<file path="config.mk">
export PLATFORM = sky130hd
export DESIGN_NAME = raster_timing_gen
export DESIGN_NICKNAME = d
export VERILOG_FILES = /design/src/rtl/rtg_pkg.sv /design/src/rtl/rtg_axis.sv /design/src/rtl/rtg_regs.sv /design/src/rtl/rtg_pix_sel.sv /design/src/rtl/raster_timing_gen.sv
export SDC_FILE = /design/constraint.sdc
export NUM_CORES = 1
export LEC_CHECK = 0
export BUFFER_PORTS_ARGS = -buffer_cell sky130_fd_sc_hd__buf_2
export CAP_MARGIN = 20
export CORE_ASPECT_RATIO = 1.2
export CORE_UTILIZATION = 40
export DETAILED_ROUTE_END_ITERATION = 6
export PLACE_DENSITY = 0.6
export SLEW_MARGIN = 30
export SYNTH_ARGS = -nofsm -noshare
export SYNTH_HDL_FRONTEND = slang
export SYNTH_SLANG_ARGS = --single-unit
</file>
<file path="constraint.sdc">
create_clock -name clk_i -period 7.18 [get_ports clk_i]
set_input_delay 1.436 -clock clk_i [delete_from_list [all_inputs] [get_ports clk_i]]
set_output_delay 1.436 -clock clk_i [all_outputs]
set_load 0.005 [all_outputs]
</file>
<file path="src/rtl/rtg_pkg.sv">
package rtg_pkg;
  typedef enum logic [1:0] {
    SEL_ACTIVE = 2'd0,
    SEL_BORDER = 2'd1,
    SEL_BLANK  = 2'd2
  } pix_sel_e;

  typedef enum logic [3:0] {
    A_H_TOTAL   = 4'd0,
    A_V_TOTAL   = 4'd1,
    A_H_BLANK   = 4'd2,
    A_V_BLANK   = 4'd3,
    A_SYNC_W    = 4'd4,
    A_CTRL      = 4'd5,
    A_H_BORDER  = 4'd6,
    A_V_BORDER  = 4'd7,
    A_BLANK_COL = 4'd8,
    A_OVSC_COL  = 4'd9,
    A_COMMIT    = 4'd10
  } reg_addr_e;

  // field index inside one axis record
  localparam int NF     = 6;
  localparam int F_TOT  = 0;
  localparam int F_SYNC = 1;
  localparam int F_BE   = 2;
  localparam int F_BS   = 3;
  localparam int F_BLO  = 4;
  localparam int F_BHI  = 5;

  localparam int AX_H = 0;
  localparam int AX_V = 1;

  localparam int HI_LSB = 16;

  localparam int DEF_H_TOT  = 128;
  localparam int DEF_H_SYNC = 8;
  localparam int DEF_H_BE   = 40;
  localparam int DEF_H_BS   = 120;
  localparam int DEF_H_BLO  = 4;
  localparam int DEF_H_BHI  = 4;
  localparam int DEF_V_TOT  = 10;
  localparam int DEF_V_SYNC = 2;
  localparam int DEF_V_BE   = 3;
  localparam int DEF_V_BS   = 9;
  localparam int DEF_V_BLO  = 1;
  localparam int DEF_V_BHI  = 1;
endpackage

</file>
<file path="src/rtl/rtg_axis.sv">
module rtg_axis #(
  parameter int CNT_W = 12
) (
  input  logic             clk_i,
  input  logic             rst_ni,
  input  logic             step_i,
  input  logic [CNT_W-1:0] tot_m1_i,
  input  logic [CNT_W-1:0] sync_w_i,
  input  logic [CNT_W-1:0] blank_end_i,
  input  logic [CNT_W-1:0] blank_start_i,
  input  logic [CNT_W-1:0] bord_lo_i,
  input  logic [CNT_W-1:0] bord_hi_i,
  output logic [CNT_W-1:0] cnt_o,
  output logic             wrap_o,
  output logic             sync_o,
  output logic             blank_o,
  output logic             border_o
);
  localparam int EW = CNT_W + 1;

  logic [CNT_W-1:0] cnt_q;
  logic [EW-1:0]    act_lo, cnt_hi;

  always_ff @(posedge clk_i or negedge rst_ni) begin
    if (!rst_ni)     cnt_q <= '0;
    else if (step_i) cnt_q <= wrap_o ? '0 : cnt_q + 1'b1;
  end

  // >= keeps the counter bounded if the total shrinks while stopped
  assign wrap_o  = cnt_q >= tot_m1_i;
  assign sync_o  = cnt_q < sync_w_i;
  assign blank_o = (cnt_q < blank_end_i) || (cnt_q >= blank_start_i);

  assign act_lo  = {1'b0, blank_end_i} + {1'b0, bord_lo_i};
  assign cnt_hi  = {1'b0, cnt_q} + {1'b0, bord_hi_i};
  assign border_o = !blank_o &&
                    (({1'b0, cnt_q} < act_lo) || (cnt_hi >= {1'b0, blank_start_i}));

  assign cnt_o = cnt_q;


  wrap_to_zero_chk: assert property (@(posedge clk_i) disable iff (!rst_ni)
    (step_i && wrap_o) |=> (cnt_q == '0));


  hold_when_idle_chk: assert property (@(posedge clk_i) disable iff (!rst_ni)
    !step_i |=> $stable(cnt_q));
endmodule

</file>
<file path="src/rtl/rtg_regs.sv">
module rtg_regs
  import rtg_pkg::*;
#(
  parameter int CNT_W      = 12,
  parameter int COLOR_W    = 10,
  parameter int ADDR_W     = 4,
  parameter int DATA_W     = 32,
  parameter int MIN_HBLANK = 56,
  parameter int MIN_PORCH  = 4
) (
  input  logic                             clk_i,
  input  logic                             rst_ni,
  input  logic                             wr_en_i,
  input  logic [ADDR_W-1:0]                wr_addr_i,
  input  logic [DATA_W-1:0]                wr_data_i,
  input  logic                             frame_wrap_i,
  output logic [1:0][NF-1:0][CNT_W-1:0]    act_o,
  output logic                             en_o,
  output logic                             blank_data_o,
  output logic                             hpol_o,
  output logic                             vpol_o,
  output logic [3*COLOR_W-1:0]             blank_col_o,
  output logic [3*COLOR_W-1:0]             ovsc_col_o,
  output logic                             err_o
);
  localparam int PW = 3 * COLOR_W;
  localparam int VW = CNT_W + 3;

  typedef logic [1:0][NF-1:0][CNT_W-1:0] cfg_t;

  function automatic cfg_t def_cfg();
    cfg_t c;
    c[AX_H][F_TOT]  = CNT_W'(DEF_H_TOT - 1);
    c[AX_H][F_SYNC] = CNT_W'(DEF_H_SYNC);
    c[AX_H][F_BE]   = CNT_W'(DEF_H_BE);
    c[AX_H][F_BS]   = CNT_W'(DEF_H_BS);
    c[AX_H][F_BLO]  = CNT_W'(DEF_H_BLO);
    c[AX_H][F_BHI]  = CNT_W'(DEF_H_BHI);
    c[AX_V][F_TOT]  = CNT_W'(DEF_V_TOT - 1);
    c[AX_V][F_SYNC] = CNT_W'(DEF_V_SYNC);
    c[AX_V][F_BE]   = CNT_W'(DEF_V_BE);
    c[AX_V][F_BS]   = CNT_W'(DEF_V_BS);
    c[AX_V][F_BLO]  = CNT_W'(DEF_V_BLO);
    c[AX_V][F_BHI]  = CNT_W'(DEF_V_BHI);
    return c;
  endfunction

  cfg_t stg_q, pend_q, act_q;
  logic pend_vld_q, en_q, bde_q, hpol_q, vpol_q, err_q;
  logic [PW-1:0] bcol_q, ocol_q;

  logic [CNT_W-1:0] f_lo, f_hi;
  logic commit, apply, ok;
  logic signed [VW-1:0] s_tot, s_sync, s_be, s_bs, s_blo, s_bhi;
  logic signed [VW-1:0] s_addr, s_hblank, s_fp, s_bp;

  assign f_lo = wr_data_i[CNT_W-1:0];
  assign f_hi = wr_data_i[HI_LSB +: CNT_W];

  assign commit = wr_en_i && (wr_addr_i == ADDR_W'(A_COMMIT));
  assign apply  = pend_vld_q && (!en_q || frame_wrap_i);

  // horizontal legality on the staged set
  always_comb begin
    s_tot    = $signed({3'b000, stg_q[AX_H][F_TOT]}) + VW'(1);
    s_sync   = $signed({3'b000, stg_q[AX_H][F_SYNC]});
    s_be     = $signed({3'b000, stg_q[AX_H][F_BE]});
    s_bs     = $signed({3'b000, stg_q[AX_H][F_BS]});
    s_blo    = $signed({3'b000, stg_q[AX_H][F_BLO]});
    s_bhi    = $signed({3'b000, stg_q[AX_H][F_BHI]});
    s_addr   = s_bs - s_be - s_blo - s_bhi;
    s_hblank = s_tot - s_addr;
    s_fp     = s_tot - s_bs;
    s_bp     = s_be - s_sync;
    ok = (s_hblank >= $signed(VW'(MIN_HBLANK))) &&
         (s_fp >= $signed(VW'(MIN_PORCH))) &&
         (s_bp >= $signed(VW'(MIN_PORCH)));
  end

  always_ff @(posedge clk_i or negedge rst_ni) begin
    if (!rst_ni) begin
      stg_q      <= def_cfg();
      pend_q     <= def_cfg();
      act_q      <= def_cfg();
      pend_vld_q <= 1'b0;
      en_q       <= 1'b0;
      bde_q      <= 1'b0;
      hpol_q     <= 1'b0;
      vpol_q     <= 1'b0;
      bcol_q     <= '0;
      ocol_q     <= '0;
      err_q      <= 1'b0;
    end else begin
      if (apply) begin
        act_q      <= pend_q;
        pend_vld_q <= 1'b0;
      end
      if (commit) begin
        if (ok) begin
          pend_q     <= stg_q;
          pend_vld_q <= 1'b1;
          err_q      <= 1'b0;
        end else begin
          err_q      <= 1'b1;
        end
      end
      if (wr_en_i) begin
        case (wr_addr_i)
          ADDR_W'(A_H_TOTAL):  stg_q[AX_H][F_TOT] <= f_lo;
          ADDR_W'(A_V_TOTAL):  stg_q[AX_V][F_TOT] <= f_lo;
          ADDR_W'(A_H_BLANK): begin
            stg_q[AX_H][F_BE] <= f_lo;
            stg_q[AX_H][F_BS] <= f_hi;
          end
          ADDR_W'(A_V_BLANK): begin
            stg_q[AX_V][F_BE] <= f_lo;
            stg_q[AX_V][F_BS] <= f_hi;
          end
          ADDR_W'(A_SYNC_W): begin
            stg_q[AX_H][F_SYNC] <= f_lo;
            stg_q[AX_V][F_SYNC] <= f_hi;
          end
          ADDR_W'(A_CTRL): begin
            en_q   <= wr_data_i[0];
            bde_q  <= wr_data_i[1];
            hpol_q <= wr_data_i[2];
            vpol_q <= wr_data_i[3];
          end
          ADDR_W'(A_H_BORDER): begin
            stg_q[AX_H][F_BLO] <= f_lo;
            stg_q[AX_H][F_BHI] <= f_hi;
          end
          ADDR_W'(A_V_BORDER): begin
            stg_q[AX_V][F_BLO] <= f_lo;
            stg_q[AX_V][F_BHI] <= f_hi;
          end
          ADDR_W'(A_BLANK_COL): bcol_q <= wr_data_i[PW-1:0];
          ADDR_W'(A_OVSC_COL):  ocol_q <= wr_data_i[PW-1:0];
          default: ;
        endcase
      end
    end
  end

  assign act_o        = act_q;
  assign en_o         = en_q;
  assign blank_data_o = bde_q;
  assign hpol_o       = hpol_q;
  assign vpol_o       = vpol_q;
  assign blank_col_o  = bcol_q;
  assign ovsc_col_o   = ocol_q;
  assign err_o        = err_q;


  reject_flags_chk: assert property (@(posedge clk_i) disable iff (!rst_ni)
    (commit && !ok) |=> err_o);


  reject_keeps_pending_chk: assert property (@(posedge clk_i) disable iff (!rst_ni)
    (commit && !ok && !apply) |=> ($stable(pend_q) && $stable(act_q)));


  apply_at_boundary_chk: assert property (@(posedge clk_i) disable iff (!rst_ni)
    !$stable(act_q) |-> $past(frame_wrap_i || !en_q));
endmodule

</file>
<file path="src/rtl/rtg_pix_sel.sv">
module rtg_pix_sel
  import rtg_pkg::*;
#(
  parameter int COLOR_W = 10
) (
  input  logic                 blank_data_i,
  input  logic                 hblank_i,
  input  logic                 vblank_i,
  input  logic                 hbord_i,
  input  logic                 vbord_i,
  input  logic [3*COLOR_W-1:0] pix_i,
  input  logic [3*COLOR_W-1:0] blank_col_i,
  input  logic [3*COLOR_W-1:0] ovsc_col_i,
  output logic                 de_o,
  output logic [1:0]           sel_o,
  output logic [3*COLOR_W-1:0] pix_o
);
  pix_sel_e sel;
  logic timing_blank, timing_bord;

  assign timing_blank = hblank_i || vblank_i;
  assign timing_bord  = hbord_i || vbord_i;
  assign de_o         = !timing_blank && !timing_bord;

  always_comb begin
    if (blank_data_i || timing_blank) sel = SEL_BLANK;
    else if (timing_bord)             sel = SEL_BORDER;
    else                              sel = SEL_ACTIVE;
    case (sel)
      SEL_BLANK:  pix_o = blank_col_i;
      SEL_BORDER: pix_o = ovsc_col_i;
      default:    pix_o = pix_i;
    endcase
  end

  assign sel_o = sel;
endmodule

</file>
<file path="src/rtl/raster_timing_gen.sv">
module raster_timing_gen
  import rtg_pkg::*;
#(
  parameter int CNT_W      = 12,
  parameter int COLOR_W    = 10,
  parameter int FRAME_W    = 24,
  parameter int ADDR_W     = 4,
  parameter int DATA_W     = 32,
  parameter int MIN_HBLANK = 56,
  parameter int MIN_PORCH  = 4
) (
  input  logic                 clk_i,
  input  logic                 rst_ni,
  input  logic                 wr_en_i,
  input  logic [ADDR_W-1:0]    wr_addr_i,
  input  logic [DATA_W-1:0]    wr_data_i,
  input  logic [3*COLOR_W-1:0] pix_i,
  output logic                 hsync_o,
  output logic                 vsync_o,
  output logic                 hblank_o,
  output logic                 vblank_o,
  output logic                 de_o,
  output logic [1:0]           pix_sel_o,
  output logic [3*COLOR_W-1:0] pix_o,
  output logic [CNT_W-1:0]     h_count_o,
  output logic [CNT_W-1:0]     v_count_o,
  output logic [FRAME_W-1:0]   frame_cnt_o,
  output logic                 cfg_err_o
);
  localparam int PW = 3 * COLOR_W;

  logic [1:0][NF-1:0][CNT_W-1:0] act;
  logic en, bde, hpol, vpol, frame_wrap;
  logic [PW-1:0] bcol, ocol;
  logic [1:0] step, wrap, sync_raw, blank, bord;
  logic [1:0][CNT_W-1:0] cnt;
  logic [FRAME_W-1:0] frame_q;

  rtg_regs #(
    .CNT_W(CNT_W), .COLOR_W(COLOR_W), .ADDR_W(ADDR_W), .DATA_W(DATA_W),
    .MIN_HBLANK(MIN_HBLANK), .MIN_PORCH(MIN_PORCH)
  ) u_regs (
    .clk_i(clk_i), .rst_ni(rst_ni),
    .wr_en_i(wr_en_i), .wr_addr_i(wr_addr_i), .wr_data_i(wr_data_i),
    .frame_wrap_i(frame_wrap),
    .act_o(act), .en_o(en), .blank_data_o(bde),
    .hpol_o(hpol), .vpol_o(vpol),
    .blank_col_o(bcol), .ovsc_col_o(ocol), .err_o(cfg_err_o)
  );

  assign step[AX_H] = en;
  assign step[AX_V] = en && wrap[AX_H];

  for (genvar a = 0; a < 2; a++) begin : g_axis
    rtg_axis #(.CNT_W(CNT_W)) u_axis (
      .clk_i(clk_i), .rst_ni(rst_ni), .step_i(step[a]),
      .tot_m1_i(act[a][F_TOT]), .sync_w_i(act[a][F_SYNC]),
      .blank_end_i(act[a][F_BE]), .blank_start_i(act[a][F_BS]),
      .bord_lo_i(act[a][F_BLO]), .bord_hi_i(act[a][F_BHI]),
      .cnt_o(cnt[a]), .wrap_o(wrap[a]), .sync_o(sync_raw[a]),
      .blank_o(blank[a]), .border_o(bord[a])
    );
  end

  assign frame_wrap = en && wrap[AX_H] && wrap[AX_V];

  always_ff @(posedge clk_i or negedge rst_ni) begin
    if (!rst_ni)         frame_q <= '0;
    else if (frame_wrap) frame_q <= frame_q + 1'b1;
  end

  rtg_pix_sel #(.COLOR_W(COLOR_W)) u_pix (
    .blank_data_i(bde),
    .hblank_i(blank[AX_H]), .vblank_i(blank[AX_V]),
    .hbord_i(bord[AX_H]), .vbord_i(bord[AX_V]),
    .pix_i(pix_i), .blank_col_i(bcol), .ovsc_col_i(ocol),
    .de_o(de_o), .sel_o(pix_sel_o), .pix_o(pix_o)
  );

  assign hsync_o     = sync_raw[AX_H] ^ hpol;
  assign vsync_o     = sync_raw[AX_V] ^ vpol;
  assign hblank_o    = blank[AX_H];
  assign vblank_o    = blank[AX_V];
  assign h_count_o   = cnt[AX_H];
  assign v_count_o   = cnt[AX_V];
  assign frame_cnt_o = frame_q;


  frame_step_chk: assert property (@(posedge clk_i) disable iff (!rst_ni)
    frame_wrap |=> (frame_cnt_o == $past(frame_cnt_o) + 1'b1));


  frame_hold_chk: assert property (@(posedge clk_i) disable iff (!rst_ni)
    !en |=> ($stable(frame_cnt_o) && $stable(v_count_o)));


  v_step_on_h_wrap_chk: assert property (@(posedge clk_i) disable iff (!rst_ni)
    !(en && wrap[AX_H]) |=> $stable(v_count_o));
endmodule

</file>
Word level (Yosys, flattened, before mapping)
Cells that the tools add are included.
{ "op_classes": {"n_addsub": 14, "order_cmp": 15, "n_eq_ne": 12, "muxes": 9, "n_reduce_logical": 34, "n_bitwise": 2} }
{ "ops": {"columns": ["op", "count"], "rows": [
  ["$pmux 30 s2", 1],
  ["$add 12x12->13", 4],
  ["$ge 12x12->1", 4],
  ["$lt 12x12->1", 4],
  ["$sub 15x13->15", 3],
  ["$ge 15x4->1 const B", 2],
  ["$ge 13x12->1", 2],
  ["$lt 12x13->1", 2],
  ["$sub 12x12->13", 2],
  ["$add 12x1->12 const B", 2],
  ["$add 24x1->24 const B", 1],
  ["$mux 12", 2],
  ["$reduce_and 2->1", 11],
  ["$eq 4x3->1 const B", 4],
  ["$ge 15x7->1 const B", 1],
  ["$sub 15x15->15", 1],
  ["$add 12x1->13 const B", 1],
  ["$eq 4x4->1 const B", 3],
  ["$logic_and 1x1->1", 9],
  ["$eq 4x2->1 const B", 2],
  ["$logic_or 1x1->1", 8],
  ["$logic_not 1->1", 5],
  ["$mux 1", 5],
  ["$eq 4x1->1 const B", 1],
  ["other kinds (5)", 6]
]} }
{ "totals": {"out_inout_bits": 86, "elab_cells": 133, "regBits": 546, "inputBits": 69} }

Longest topological paths before layout
{ "logic_depth": {"depth_word": 9, "mapped_depth": 26, "mapped_depth_nobuf": 23} }

Hierarchy
Synthesis repeated with hierarchy kept, for this count alone.
{ "hier_totals": {"cells_unflattened": 2504, "hier_area_um2": 30521.8} }
{ "modules_own_cells": {"columns": ["mod", "area_each_um2", "seq_area_each_um2", "cells_per_inst", "instances"], "rows": [
  ["rtg_regs", 22276.4, 12555.8, 1514, 1],
  ["rtg_axis at g_axis[1].u_axis", 3199.3, 300.3, 392, 1],
  ["rtg_axis at g_axis[0].u_axis", 3145.5, 300.3, 400, 1],
  ["raster_timing_gen", 1109.8, 600.6, 94, 1],
  ["rtg_pix_sel", 790.8, 0.0, 104, 1]
]} }

Worst setup path before layout
Ideal clock, no wire load.
{ "synth_path": {"kind": "reg2reg", "startpoint": "reg u_regs.stg_q, in the netlist u_regs.s_bs[0]", "endpoint": "reg u_regs.pend_q[102] in the netlist's numbering", "path_slack_ns": 1.500, "n_path_buf": 2, "arrival_time_ns": 5.555, "synth_period_minus_slack_ns": 5.680, "required_time_ns": 7.055, "path_stages_with_launch": 26, "setup_time_ns": 0.125, "cell_sequence": "dfrtp_1 inv_1 ha_1 fa_1 nor2b_1 o21ai_0 a21boi_0 o21ai_0 a21boi_0 o21a_1 nor2_1 o311ai_0 fa_1 fa_1 inv_1 ha_1 o2111a_1 a2111oi_0 nor4_1 o21ai_0 nor4_1 o311ai_1 nor3_2 buf_6 buf_6 mux2_4"} }
{ "synth_via": {"elab_chain_len": 8, "word_cells_on_any_way": 10} }
{ "synth_rtl": {"columns": ["element", "line", "source"], "rows": [
  ["start, declared", "rtg_regs.sv:48", "cfg_t stg_q, pend_q, act_q;"],
  ["start signal, assigned", "rtg_regs.sv:82", "stg_q <= def_cfg();"],
  ["start signal, assigned by index", "rtg_regs.sv:109", "ADDR_W'(A_H_TOTAL): stg_q[AX_H][F_TOT] <= f_lo;"],
  ["start signal, assigned by index", "rtg_regs.sv:110", "ADDR_W'(A_V_TOTAL): stg_q[AX_V][F_TOT] <= f_lo;"],
  ["$sub 12x12->13", "rtg_regs.sv:71", "s_addr = s_bs - s_be - s_blo - s_bhi;"],
  ["$sub 15x13->15 (2 in series)", "rtg_regs.sv:71", null],
  ["$sub 15x15->15", "rtg_regs.sv:72", "s_hblank = s_tot - s_addr;"],
  ["$ge 15x7->1", "rtg_regs.sv:75", "ok = (s_hblank >= $signed(VW'(MIN_HBLANK))) &&"],
  ["$logic_and 1x1->1 (*)", "rtg_regs.sv:75", null],
  ["$logic_and 1x1->1 (*)", "rtg_regs.sv:76", "(s_fp >= $signed(VW'(MIN_PORCH))) &&"],
  ["$reduce_and 2->1 (no source line) (*)", null, null],
  ["end signal, assigned", "rtg_regs.sv:83", "pend_q <= def_cfg();"],
  ["end signal, assigned", "rtg_regs.sv:100", "pend_q <= stg_q;"],
  ["end, declared", "rtg_regs.sv:48", null]
]} }
Every way passes the cells marked *; elsewhere a longest branch is shown, timed or not.
A chain may end at the register's enable or synchronous reset.

Final worst setup path
{ "layout_path": {"startpoint": "reg g_axis[1].u_axis.cnt_q[1]", "endpoint": "out pix_o[5]"} }
{ "layout_via": {"elab_chain_len": 9, "word_cells_on_any_way": 17} }
{ "layout_rtl": {"columns": ["element", "line", "source"], "rows": [
  ["start, declared", "rtg_axis.sv:21", "logic [CNT_W-1:0] cnt_q;"],
  ["start signal, assigned", "rtg_axis.sv:26", "else if (step_i) cnt_q <= wrap_o ? '0 : cnt_q + 1'b1;"],
  ["$add 12x12->13, or another cell as far along", "rtg_axis.sv:35", "assign cnt_hi = {1'b0, cnt_q} + {1'b0, bord_hi_i};"],
  ["$ge 13x12->1 / $logic_or 1x1->1 (equally long branches)", "rtg_axis.sv:37, rtg_axis.sv:32", null],
  ["$logic_or 1x1->1 / $logic_not 1->1 (equally long branches)", "rtg_axis.sv:37, rtg_axis.sv:36", null],
  ["$logic_and 1x1->1", "rtg_axis.sv:36", "assign border_o = !blank_o &&"],
  ["$logic_or 1x1->1", "rtg_pix_sel.sv:22", "assign timing_bord = hbord_i || vbord_i;"],
  ["$mux 1", "rtg_pix_sel.sv:27", "else if (timing_bord) sel = SEL_BORDER;"],
  ["$mux 2 (*)", "rtg_pix_sel.sv:26", "if (blank_data_i || timing_blank) sel = SEL_BLANK;"],
  ["$eq 2x1->1 / $eq 2x2->1 (equally long branches)", "rtg_pix_sel.sv:29", "case (sel)"],
  ["$pmux 30 s2 (*)", "rtg_pix_sel.sv:29", null],
  ["end, declared", "raster_timing_gen.sv:24", "output logic [3*COLOR_W-1:0] pix_o,"]
]} }
Marked as above.

==> metrics.txt <==
antenna violations before repair 4; combinational share of power 36.0%; Pleak 16.5 nW; Yosys reg bits 546; die area 78700 um^2; Design Power 11.4 mW; CTS sink count 546; Slew headroom 33.4%; Reg clk slew, reported paths 0.06 ns; GRT Total Usage 21.3%; area grow syn2layout 13.3%; layout cell share with drive strength beyond 1 30.4%; Die Ht 307 um; TritonRoute pass-1 iters 5; Gate Count Post-Synth 2658; synth unique cells 78; CTS tree yes; num ports 155; maximum vdd ir drop 0.233 mV; Int Power 7.49 mW; maximum clock frequency 146 MHz; Worst-Skew Late Latency 0.64 ns; Iteration-0 DRC Markers 1310; setup violators final 0; DRC viols 0; pins over their slew limit 0; Sw Share 34.6%; minimum clock period 6.87 ns; multi-input gate area in the final layout 15900 um^2; cell area after synthesis 31000 um^2; Seq/Total Area, Yosys 44.3%; vias in the first global route 22400; # Max-Cap Violations 0; Crit. End Element output pin; # diodes 0; Finished Layout Cells 3886; Crit path required time 5.74 ns; CP Data Arrival Time 5.43 ns; CP Class reg2out; worst-case clock buffer depth 3; Seq pwr share 35.7%; Switch Pwr 3.96 mW; Async SR Flop Fraction 100%; PD cells 326 nW/um^2; status finished, final reports clean; Least-Margin Pin Slew 0.995 ns; maximum fanout along the worst path 31; wire per inst 21.4 um; Syn Area/Cell 11.7 um^2; utilization of the core after routing 45.9%; GP Congestion 0.872; Remaining Overflow, GRT 0; site row count 111; Num CTS Buffers 58; predominant post-synthesis flop cell dfrtp_1; starting density of the core 40.5%; type of the worst min-delay path reg2reg; CTS H-tree depth 2; Via density 5.46; Setup crit start kind register; DRT antenna net count 0; clock network fraction of design power 28.3%; Vias 21200; Tcrit/Tclk final 95.7%; Hold Vio Cnt, Final 0; placed cell count 3774; pre-CTS WS 0.394 ns; fillers 6980; Storage cell area 13800 um^2; Die X 256 um; DRT Wirelength 83000 um; hpwl dp 59300 um; RSZ-0062 raised after global routing no; first-pass GRT wire length 131000 um; Setup TNS Final 0 ns; Root Buffer clkbuf_16; Post-synth EDFFs 0; largest net degree at the start of global routing 179; Post-Syn Nets 3000; final net count 3161; PortBufs 152; final worst setup slack 0.311 ns; CORE AREA 76500 um^2; clock skew 0.0486 ns; Synth Warn # 0
## sequential cells by signal, summed over array words and instances, names as in the netlist, 24 cells and up
register,count
u_regs.act_o,144
u_regs.pend_q,144
u_regs.stg_q,84
u_regs.blank_col_o,30
u_regs.ovsc_col_o,30
frame_cnt_o,24
g_axis.u_axis.cnt_o,24
## area by class of cell
type	instances	share of cell area, %
Clock buffer	83	4.77
Timing Repair Buffer	194	3.57
Clock inverter	27	1.17
Sequential cell	546	39.2
Inverter	220	2.35
Multi-Input combinational cell	1799	45.4
Tap cell	1017	3.62
## stage by stage
step                      hold WS [ns]  cell area [um^2]
after detailed placement         0.463             33000
after CTS                        0.471             35100
after global routing             0.495             35100
final                            0.472             35100
after floorplan                  0.465             31000
after global placement           0.456             33000
## layer usage
layer | vias up | part of all wire, % | track usage [%] | routed length [um]
met2 | 441 | 49 | 36.5 | 40600
met4 | 0 | 3.4 | 7.59 | 2860
met5 | - | 0 | 0 | 0
met1 | 10800 | 44 | 27.6 | 36600
met3 | 145 | 3.6 | 2.53 | 3020
li1 | 9845 | - | - | -
## cells in the mapped netlist (8+ instances only)
library cell  count  area share, %
inv_1           220            2.7
dfstp_2          75            6.4
clkbuf_1         61           0.74
nor2b_1          26           0.52
nor3_1           44           0.71
or2_2             8           0.16
xor2_1           58            1.6
ha_1            242            9.8
dfrtp_1         471             38
nand4_1          54            1.1
fa_1             31            2.0
a21o_1           34           0.82
or3_1            12           0.24
o21a_1           24           0.58
nand3_1          72            1.2
nand2_1         125            1.5
o211ai_1         45            1.1
a21oi_1          84            1.4
nor4_1           18           0.36
buf_12           11           0.71
xnor2_1          37            1.0
nand2b_1         30           0.60
o2111ai_1        11           0.31
o21ai_0          88            1.4
o31ai_1           8           0.19
mux2_4          138            6.7
mux2_2          336             12
o22ai_1           9           0.18
and3_1           16           0.32
nor2_1          107            1.3
o21bai_1          8           0.19
a2111oi_0        10           0.28
a211oi_1         22           0.53
## cells in the final DEF, fill, tap and decap left out, types with 72 or more instances in the layout
cell,n
nor2_1,103
nand3_1,72
nand2_1,125
dfrtp_1,470
dfstp_2,75
o21ai_0,88
ha_1,242
buf_2,151
inv_1,219
a21oi_1,84
mux2_4,138
mux2_2,336
## logic make-up after synthesis
family                   Yosys count  share of synthesized area (%)
adder cells (fa/ha/maj)          273                           11.8
XOR/XNOR                          95                           2.68
flip-flops                       546                           44.3
AO/OA/AOI/OAI                    406                           8.72
buffers and inverters            313                           4.57
multiplexers                     480                           19.1
AND/OR/NAND/NOR                  545                           8.86
## worst max-delay path: stages, from the launching register on
cell and delay (ns):
dfrtp_1 0.53, fa_1 0.52, a21oi_1 0.17, nor2b_1 0.08, o31a_1 0.27, o41ai_1 0.60
o21bai_1 0.12, a21oi_1 0.21, xnor2_1 0.09, ha_1 0.18, a22oi_1 0.18, o211ai_1 0.11
a31oi_1 0.15, nand4_1 0.13, a311oi_2 0.48, a31o_4 0.51, nand4_1 0.18, nand3_1 0.14
buf_2 0.14
## what timing repair did
action / in CTS / in global routing
buffers inserted: 0 / 0
pin swaps: 0 / 0
gates resized for setup: 2 / 5
hold buffers: 0 / 0
endpoints found under the setup margin: 30 / 58
## power groups by stage
stage | combinational [mW] | sequential [mW] | clock (mW)
after floorplan | 3.07 | 3.95 | 0
after global placement | 3.98 | 4.10 | 0
after detailed placement | 4.09 | 4.13 | 0
after CTS | 4.12 | 4.08 | 3.33
after global routing | 4.60 | 4.15 | 3.45
final | 4.12 | 4.08 | 3.24
## worst paths after layout
path                                                 from  slack [ns]  depth (start not counted)                 end
worst max-delay path            g_axis[1].u_axis.cnt_o[1]        0.31                         18            pix_o[5]
worst min-delay path                      frame_cnt_o[23]        0.47                          1     frame_cnt_o[23]
worst max register to register             u_regs.s_bs[0]        0.51                         25   u_regs.pend_q[91]
worst min register to register            frame_cnt_o[23]        0.47                          1     frame_cnt_o[23]
max in group asynchronous                          rst_ni        4.78                          3  u_regs.pend_q[141]
min in group asynchronous                          rst_ni        0.88                          1   u_regs.pend_q[14]
No activity file was read; power rests on OpenSTA's default activity.
